[config.mk]
export PLATFORM = sky130hd
export DESIGN_NAME = sync_slave_rx
export DESIGN_NICKNAME = d
export VERILOG_FILES = /design/src/rtl/sync_rx_pkg.sv /design/src/rtl/sync_rx_edge.sv /design/src/rtl/sync_rx_fifo.sv /design/src/rtl/sync_rx_ctrl.sv /design/src/rtl/sync_slave_rx.sv
export SDC_FILE = /design/constraint.sdc
export NUM_CORES = 1
export LEC_CHECK = 0
export BUFFER_PORTS_ARGS = -buffer_cell sky130_fd_sc_hd__buf_2
export CAP_MARGIN = 20
export CORE_UTILIZATION = 55
export CTS_BUF_LIST = sky130_fd_sc_hd__clkbuf_4 sky130_fd_sc_hd__clkbuf_8 sky130_fd_sc_hd__clkbuf_16
export DETAILED_ROUTE_END_ITERATION = 10
export GPL_TIMING_DRIVEN = 0
export HOLD_SLACK_MARGIN = 0.06
export PLACE_DENSITY = 0.78
export SLEW_MARGIN = 20
export SYNTH_ARGS = -nofsm -noshare
export SYNTH_HDL_FRONTEND = slang
export SYNTH_SLANG_ARGS = --single-unit
[constraint.sdc]
create_clock -name clk -period 5.05 [get_ports clk]
set_clock_uncertainty 0.05 [all_clocks]
set_input_delay 1.01 -clock clk [delete_from_list [all_inputs] [get_ports clk]]
set_output_delay 1.01 -clock clk [all_outputs]
set_load 0.01 [all_outputs]
[src/rtl/sync_rx_pkg.sv]
package sync_rx_pkg;
    typedef enum logic [1:0] {
        RX_OFF   = 2'd0,
        RX_SHIFT = 2'd1,
        RX_HALT  = 2'd2
    } rx_state_t;
endpackage

[src/rtl/sync_rx_edge.sv]
// Brings the outside clock and data into the core domain and flags falling edges.
module sync_rx_edge #(
    parameter int STAGES = 2
) (
    input  logic clk,
    input  logic rst_n,
    input  logic ser_clk,
    input  logic ser_data,
    output logic fall,
    output logic dat_s
);
    logic [STAGES:0]   ck_pipe;
    logic [STAGES-1:0] dt_pipe;

    always_ff @(posedge clk or negedge rst_n) begin
        if (!rst_n) begin
            ck_pipe <= '0;
            dt_pipe <= '0;
        end else begin
            ck_pipe <= {ck_pipe[STAGES-1:0], ser_clk};
            dt_pipe <= {dt_pipe[STAGES-2:0], ser_data};
        end
    end

    // the data bit is aligned with the clock sample of the same age
    assign fall  = ck_pipe[STAGES] & ~ck_pipe[STAGES-1];
    assign dat_s = dt_pipe[STAGES-1];
endmodule

[src/rtl/sync_rx_fifo.sv]
// Small receive queue; the oldest entry is always presented.
module sync_rx_fifo #(
    parameter int WORD_W = 9,
    parameter int DEPTH  = 2
) (
    input  logic              clk,
    input  logic              rst_n,
    input  logic              push,
    input  logic [WORD_W-1:0] word_in,
    input  logic              pop,
    output logic [WORD_W-1:0] head,
    output logic              not_empty,
    output logic              full
);
    localparam int PTR_W = (DEPTH > 1) ? $clog2(DEPTH) : 1;
    localparam int CNT_W = $clog2(DEPTH + 1);

    logic [WORD_W-1:0] mem [DEPTH];
    logic [PTR_W-1:0]  wr_ptr, rd_ptr;
    logic [CNT_W-1:0]  count;
    logic              do_push, do_pop;

    assign do_push   = push && !full;
    assign do_pop    = pop && not_empty;
    assign not_empty = (count != '0);
    assign full      = (count == CNT_W'(DEPTH));
    assign head      = not_empty ? mem[rd_ptr] : '0;

    for (genvar i = 0; i < DEPTH; i++) begin : g_entry
        always_ff @(posedge clk or negedge rst_n) begin
            if (!rst_n)
                mem[i] <= '0;
            else if (do_push && wr_ptr == PTR_W'(i))
                mem[i] <= word_in;
        end
    end

    always_ff @(posedge clk or negedge rst_n) begin
        if (!rst_n) begin
            wr_ptr <= '0;
            rd_ptr <= '0;
            count  <= '0;
        end else begin
            if (do_push)
                wr_ptr <= (wr_ptr == PTR_W'(DEPTH - 1)) ? '0 : wr_ptr + 1'b1;
            if (do_pop)
                rd_ptr <= (rd_ptr == PTR_W'(DEPTH - 1)) ? '0 : rd_ptr + 1'b1;
            if (do_push && !do_pop)
                count <= count + 1'b1;
            else if (do_pop && !do_push)
                count <= count - 1'b1;
        end
    end
endmodule

[src/rtl/sync_rx_ctrl.sv]
// Receive state machine and word assembly.
module sync_rx_ctrl
    import sync_rx_pkg::*;
#(
    parameter int WORD_W = 9
) (
    input  logic              clk,
    input  logic              rst_n,
    input  logic              active,
    input  logic              cont_en,
    input  logic              nine_bit,
    input  logic              fall,
    input  logic              dat,
    input  logic              fifo_full,
    output logic              push,
    output logic [WORD_W-1:0] push_word,
    output logic              overrun
);
    localparam int CNT_W = $clog2(WORD_W);

    rx_state_t         state, nxt;
    logic [CNT_W-1:0]  cnt, last;
    logic [WORD_W-1:0] bits;
    logic              done;

    assign last = nine_bit ? CNT_W'(WORD_W - 1) : CNT_W'(WORD_W - 2);

    // state register
    always_ff @(posedge clk or negedge rst_n) begin
        if (!rst_n) state <= RX_OFF;
        else        state <= nxt;
    end

    // next state
    always_comb begin
        nxt  = state;
        done = 1'b0;
        unique case (state)
            RX_OFF:   if (active) nxt = RX_SHIFT;
            RX_SHIFT: begin
                if (!active)
                    nxt = RX_OFF;
                else if (fall && cnt == last) begin
                    done = 1'b1;
                    if (fifo_full) nxt = RX_HALT;
                end
            end
            RX_HALT:  if (!cont_en) nxt = RX_OFF;
            default:  nxt = RX_OFF;
        endcase
    end

    // outputs
    always_comb begin
        push_word      = bits;
        push_word[cnt] = dat;
        if (!nine_bit) push_word[WORD_W-1] = 1'b0;
        push    = done && !fifo_full;
        overrun = (state == RX_HALT);
    end

    // bit counter and partial word
    always_ff @(posedge clk or negedge rst_n) begin
        if (!rst_n) begin
            cnt  <= '0;
            bits <= '0;
        end else if (state != RX_SHIFT || !active) begin
            cnt  <= '0;
            bits <= '0;
        end else if (fall) begin
            if (cnt == last) begin
                cnt  <= '0;
                bits <= '0;
            end else begin
                bits[cnt] <= dat;
                cnt       <= cnt + 1'b1;
            end
        end
    end
endmodule

[src/rtl/sync_slave_rx.sv]
module sync_slave_rx #(
    parameter int DATA_W      = 8,
    parameter int FIFO_DEPTH  = 2,
    parameter int SYNC_STAGES = 2
) (
    input  logic              clk,
    input  logic              rst_n,
    input  logic              ser_clk,
    input  logic              ser_data,
    input  logic              port_en,
    input  logic              sync_mode,
    input  logic              clk_src_master,
    input  logic              cont_rx_en,
    input  logic              single_rx_en,
    input  logic              nine_bit_en,
    input  logic              addr_det_en,
    input  logic              int_en,
    input  logic              core_sleep,
    input  logic              rd_pop,
    output logic [DATA_W-1:0] rd_data,
    output logic              rd_bit9,
    output logic              rx_flag,
    output logic              irq,
    output logic              overrun,
    output logic              wake_req
);
    localparam int WORD_W = DATA_W + 1;

    logic              fall, dat_s, active, push, full, not_empty, pop;
    logic [WORD_W-1:0] push_word, head;
    logic              ignored_unused;

    // these two controls do not influence slave reception
    assign ignored_unused = single_rx_en | addr_det_en;

    assign active = port_en & sync_mode & ~clk_src_master & cont_rx_en;
    assign pop    = rd_pop & ~core_sleep;

    sync_rx_edge #(.STAGES(SYNC_STAGES)) u_edge (
        .clk(clk), .rst_n(rst_n), .ser_clk(ser_clk), .ser_data(ser_data),
        .fall(fall), .dat_s(dat_s)
    );

    sync_rx_ctrl #(.WORD_W(WORD_W)) u_ctrl (
        .clk(clk), .rst_n(rst_n), .active(active), .cont_en(cont_rx_en),
        .nine_bit(nine_bit_en), .fall(fall), .dat(dat_s), .fifo_full(full),
        .push(push), .push_word(push_word), .overrun(overrun)
    );

    sync_rx_fifo #(.WORD_W(WORD_W), .DEPTH(FIFO_DEPTH)) u_fifo (
        .clk(clk), .rst_n(rst_n), .push(push), .word_in(push_word), .pop(pop),
        .head(head), .not_empty(not_empty), .full(full)
    );

    assign rd_data  = head[DATA_W-1:0];
    assign rd_bit9  = head[DATA_W];
    assign rx_flag  = not_empty;
    assign irq      = not_empty & int_en;
    assign wake_req = core_sleep & irq;
endmodule

# [Word-level counts from Yosys, hierarchy flattened]
# Cells that the tools add are included.
[totals] register_bits=42 in_bits=14 elab_cells=86
[op_classes] addsub=5 order_cmp=3 n_eq_ne=9 muxes=28 n_bitwise=12 n_reduce_logical=19
[ops] op="2-to-1 mux 9 bit" count=7
[ops] op="2-to-1 mux 4 bit" count=4
[ops] op="2-to-1 mux 2 bit" count=7
[ops] op="bitwise mux 9 bit" count=1
[ops] op="logical AND 1 bit" count=9
[ops] op="bitwise AND 1 bit" count=7
[ops] op="2-to-1 mux 1 bit" count=7
[ops] op="!= test 3 bit, second input constant" count=2
[ops] op="one-hot mux 2 bit (3 select lines)" count=1
[ops] op="nonzero test 2 bit" count=3
[ops] op="less-than comparator 4 x 5 -> 1 bit, second input constant" count=1
[ops] op="adder 4 x 1 -> 4 bit, second input constant" count=1
[ops] op="demux 1 bit (select 4 bit)" count=1
[ops] op="equality test 2 bit, second input constant" count=2
[ops] op="equality test 4 bit" count=1
[ops] op=">= comparator 4 x 1 -> 1 bit, second input constant" count=1
[ops] op="logical NOT 1 bit" count=4
[ops] op="!= test 2 x 1 -> 1 bit, second input constant" count=2
[ops] op="inverter 1 bit" count=4
[ops] op="AND reduction 4 bit" count=1
[ops] op="adder 1 bit, second input constant" count=2
[ops] op="adder 2 x 1 -> 2 bit, second input constant" count=1
[ops] op="equality test 2 x 1 -> 1 bit, second input constant" count=1
[ops] op=">= comparator 2 bit, second input constant" count=1
[ops] op="other kinds (5)" count=5

# [Logic depth before layout (Yosys ltp)]
[depth] depth_word=12 mapped_depth=8 mapped_depth_nobuf=7

# [Cells and area by module]
# A second synthesis with hierarchy kept.
[hier_totals] cells_unflattened=193 area_unflattened_um2=2329.7
[modules_own_cells] module="sync_rx_ctrl" n_inst=1 cells_each=107 area_each_um2=1149.9
[modules_own_cells] module="sync_rx_fifo" n_inst=1 cells_each=76 area_each_um2=1012.2
[modules_own_cells] module="sync_rx_edge" n_inst=1 cells_each=6 area_each_um2=138.9
[modules_own_cells] module="sync_slave_rx" n_inst=1 cells_each=4 area_each_um2=28.8

# [Worst setup path after synthesis]
# No wires, ideal clock.
[synth_timing] path_kind="input to register" start="input port nine_bit_en" end="register u_fifo.mem[0] in the netlist's numbering" setup_time_ns=0.125 t_arrival_ns=2.458 path_slack_ns=2.416 path_stages=6 cell_sequence="nand2b_1 > o32a_1 > buf_6 > or4b_1 > buf_6 > mux2_4"
[synth_via] elab_chain_len=9
[synth_rtl] element="start, declared" line_no="sync_slave_rx.sv:15" text="input logic nine_bit_en,"
[synth_rtl] element="2-to-1 mux 4 bit" line_no="sync_rx_ctrl.sv:26" text="assign last = nine_bit ? CNT_W'(WORD_W - 1) : CNT_W'(WORD_W - 2);"
[synth_rtl] element="equality test 4 bit" line_no="sync_rx_ctrl.sv:43" text="else if (fall && cnt == last) begin"
[synth_rtl] element="logical AND 1 bit" line_no="sync_rx_ctrl.sv:43"
[synth_rtl] element="2-to-1 mux 1 bit" line_no="sync_rx_ctrl.sv:43"
[synth_rtl] element="2-to-1 mux 1 bit" line_no="sync_rx_ctrl.sv:41" text="if (!active)"
[synth_rtl] element="2-to-1 mux 1 bit" line_no="sync_rx_ctrl.sv:38" text="unique case (state)"
[synth_rtl] element="logical AND 1 bit" line_no="sync_rx_ctrl.sv:58" text="push = done && !fifo_full;"
[synth_rtl] element="logical AND 1 bit" line_no="sync_rx_fifo.sv:23" text="assign do_push = push && !full;"
[synth_rtl] element="logical AND 1 bit" line_no="sync_rx_fifo.sv:33" text="else if (do_push && wr_ptr == PTR_W'(i))"
[synth_rtl] element="end signal, assigned by index" line_no="sync_rx_fifo.sv:34" text="mem[i] <= word_in;"
[synth_rtl] element="end, declared" line_no="sync_rx_fifo.sv:18" text="logic [WORD_W-1:0] mem [DEPTH];"
# No other way between the ends.
# A chain may end at the register's enable or synchronous reset.

# [Worst setup path after layout]
[layout_timing] start="register u_fifo.count[0]" end="output port wake_req"
[layout_via] elab_chain_len=3
[layout_rtl] element="start, declared" line_no="sync_rx_fifo.sv:20" text="logic [CNT_W-1:0] count;"
[layout_rtl] element="start signal, assigned" line_no="sync_rx_fifo.sv:49" text="count <= count + 1'b1;"
[layout_rtl] element="start signal, assigned" line_no="sync_rx_fifo.sv:51" text="count <= count - 1'b1;"
[layout_rtl] element="nonzero test 2 bit" line_no="sync_rx_fifo.sv:25" text="assign not_empty = (count != '0);"
[layout_rtl] element="bitwise AND 1 bit" line_no="sync_slave_rx.sv:58" text="assign irq = not_empty & int_en;"
[layout_rtl] element="bitwise AND 1 bit" line_no="sync_slave_rx.sv:59" text="assign wake_req = core_sleep & irq;"
[layout_rtl] element="end, declared" line_no="sync_slave_rx.sv:25" text="output logic wake_req"
# No other way between the ends.

==> metrics.yaml <==
outcome: "completed"
critPathBufInv: 2
gr-total-overflow: 0
dieHeight_um: 65.1
worstPathArrival_ps: 1780
port-buffer-count: 24
grt_max_degree: 43
drc: 0
drv_slew: 0
vdd_drop_max_mv: 0.219
synth_cell_types: 36
rows: 22
die-area_um2: 4240
hold_buffers: 0
cp_top_family: "simple AND/OR/NAND/NOR gates"
fmax_ghz: 0.353
drt_iter0_markers: 61
wl_per_cell_um: 15.0
leakage_uw: 0.00118
area_growth_pct: 12.6
critPathKind: "reg -> out"
drtPass1Iterations: 4
cts_tree: "built"
ys_seq_area_share_pct: 48.0
required_ps: 3990
cts_setup_buffers: 0
clock_path_buffers: 2
synth_area_per_cell_um2: 11.5
layout.nets: 241
ys_warn_count: 0
power_density_nw_per_um2: 238
rsz0062_at_grt: "no"
grt_pass1_wl_mm: 6.92
crit_path_max_fanout: 10
setup_ws_ps: 2210
start_kind: "flip-flop"
grt_pass1_vias: 1427
final_antenna_net_count: 0
gp_congestion: 0.870
final_core_util_pct: 65.9
hp-class: "reg -> reg"
multi_input_area_um2: 1060
start_util_pct: 58.5
grt_use_total_pct: 21.8
path_cells: "nor2_1, inv_1, and3_1, buf_2"
mostFrequentLayoutCell: "dfrtp_1"
synth_nets: 210
syn_area_um2: 2190
ioPinCount: 27
setup_viol: 0
ys_seq_elements: 42
slowest_stage: "nor2_1"
critPathMaxStageDelay_ps: 520
crit_path_end_kind: "primary output"
layout-drive-gt1-share_pct: 28.3
min_period_over_period_pct: 56.2
setup_tns_ps: 0
power_uw: 586
worst_pin_slew_ps: 914
fillers: 314
die_w_um: 65.1
cts_max_level: 2
relSlewSlack_pct: 39.1
cts_root_buf: "clkbuf_8"
via_count: 1491
period_needed_ps: 2840
final_cell_mix: "42 x dfrtp_1, 24 x buf_2, 18 x mux2_4"
wirelength_mm: 4.07
routed_via_density: 5.50
clock_sinks: 42
ctsResizeCount: 0
clk_pin_slew_ps: 80
core_area_um2: 3740
cts_buffers: 5
clk_latency_ps: 290
maxCapViolations: 0
place_ws_ps: 2210
syn_inst: 191
dp_hpwl_mm: 2.80
hold_viol_final: 0
seqCellArea_um2: 1050
antenna_found_initial: 0
antenna-diode-count: 0
layer usage:
layer,up-vias,GRT usage (%),part of all wire [%]
li1,729,-,-
met1,728,29.6,49
met2,29,34.5,47
met3,5,6.08,3.1
met4,0,5.43,0.69
met5,-,0,0
cell usage after synthesis (all sizes together):
library cell	n	area (um2)
ha	5	62.6
a21oi	12	60.1
nor2	16	60.1
o32a	1	10.0
and3b	1	8.76
mux2i	9	90.1
nand3b	8	60.1
nand2	12	45.0
a21bo	1	10.0
nand4b	2	17.5
a31oi	1	6.26
a22o	1	8.76
nor3	1	5.00
nand4	1	6.26
and4b	1	10.0
o21ai	2	10.0
nor3b	5	37.5
nor2b	3	18.8
buf	3	30.0
nand2b	4	32.5
and3	1	6.26
clkbuf	8	30.0
inv	4	15.0
mux2	26	360
xnor2	2	17.5
xor2	3	26.3
a21boi	1	7.51
nand3	11	55.1
or4b	1	10.0
dfrtp	42	1050
and2	1	6.26
o31a	1	8.76
or4	1	7.51
power breakdown:
group	leakage [uW]	switching (uW)	internal, uW
sequential	0.000575	0.887	338
clock	0.0000517	112	116
combinational	0.000554	14.0	5.38
flip-flops by register name (all words and copies together), names as in the netlist:
| register | cells |
|---|---|
| u_fifo.count | 2 |
| u_fifo.mem | 18 |
| u_edge.ck_pipe | 3 |
| u_fifo.rd_ptr | 1 |
| u_ctrl.bits | 9 |
| u_ctrl.cnt | 4 |
| u_ctrl.state | 2 |
| u_fifo.wr_ptr | 1 |
| u_edge.dt_pipe | 2 |
logic make-up (layout without fill, tap and decap cells):
| family | Yosys count | in the layout | synth area share, % |
|---|---|---|---|
| AO/OA/AOI/OAI | 20 | 20 | 5.54 |
| XOR/XNOR | 5 | 5 | 2.00 |
| adder cells (fa/ha/maj) | 5 | 5 | 2.86 |
| buffers and inverters | 15 | 47 | 3.43 |
| flip-flops | 42 | 42 | 48.0 |
| multiplexers | 35 | 35 | 20.6 |
| AND/OR/NAND/NOR | 69 | 69 | 17.6 |
stage by stage:
stage          area, um2  cells  hold WS, ps
2_1_floorplan       2190    191          281
3_3_place_gp        2370    263          284
3_5_place_dp        2370    263          289
4_1_cts             2470    271          307
5_1_grt             2470    271          308
6_report            2470    271          302
layout make-up:
type	count	share of cell area, %
plain buffers	11	2.44
multi-input cells	134	43.2
well taps	48	2.44
clock inverters	1	0.203
repair buffers	24	4.87
inverters	4	0.609
flip-flops and latches	42	42.6
clock buffers	7	3.65
final timing paths:
check,startpoint,slack (ps),end,cells after the start
max,u_fifo.count[0]$_DFFE_PN0P_,2210,wake_req,4
min,u_edge.ck_pipe[0]$_DFF_PN0_,300,u_edge.ck_pipe[1]$_DFF_PN0_,0
max reg2reg,u_ctrl.cnt[1]$_DFFE_PN0P_,2760,u_fifo.mem[11]$_DFFE_PN0P_,6
min reg2reg,u_edge.ck_pipe[0]$_DFF_PN0_,300,u_edge.ck_pipe[1]$_DFF_PN0_,0
max in group asynchronous,rst_n,3580,u_ctrl.cnt[2]$_DFFE_PN0P_,1
min in group asynchronous,rst_n,790,u_fifo.mem[12]$_DFFE_PN0P_,1
Note: power is estimated with default switching activity, not from simulation.
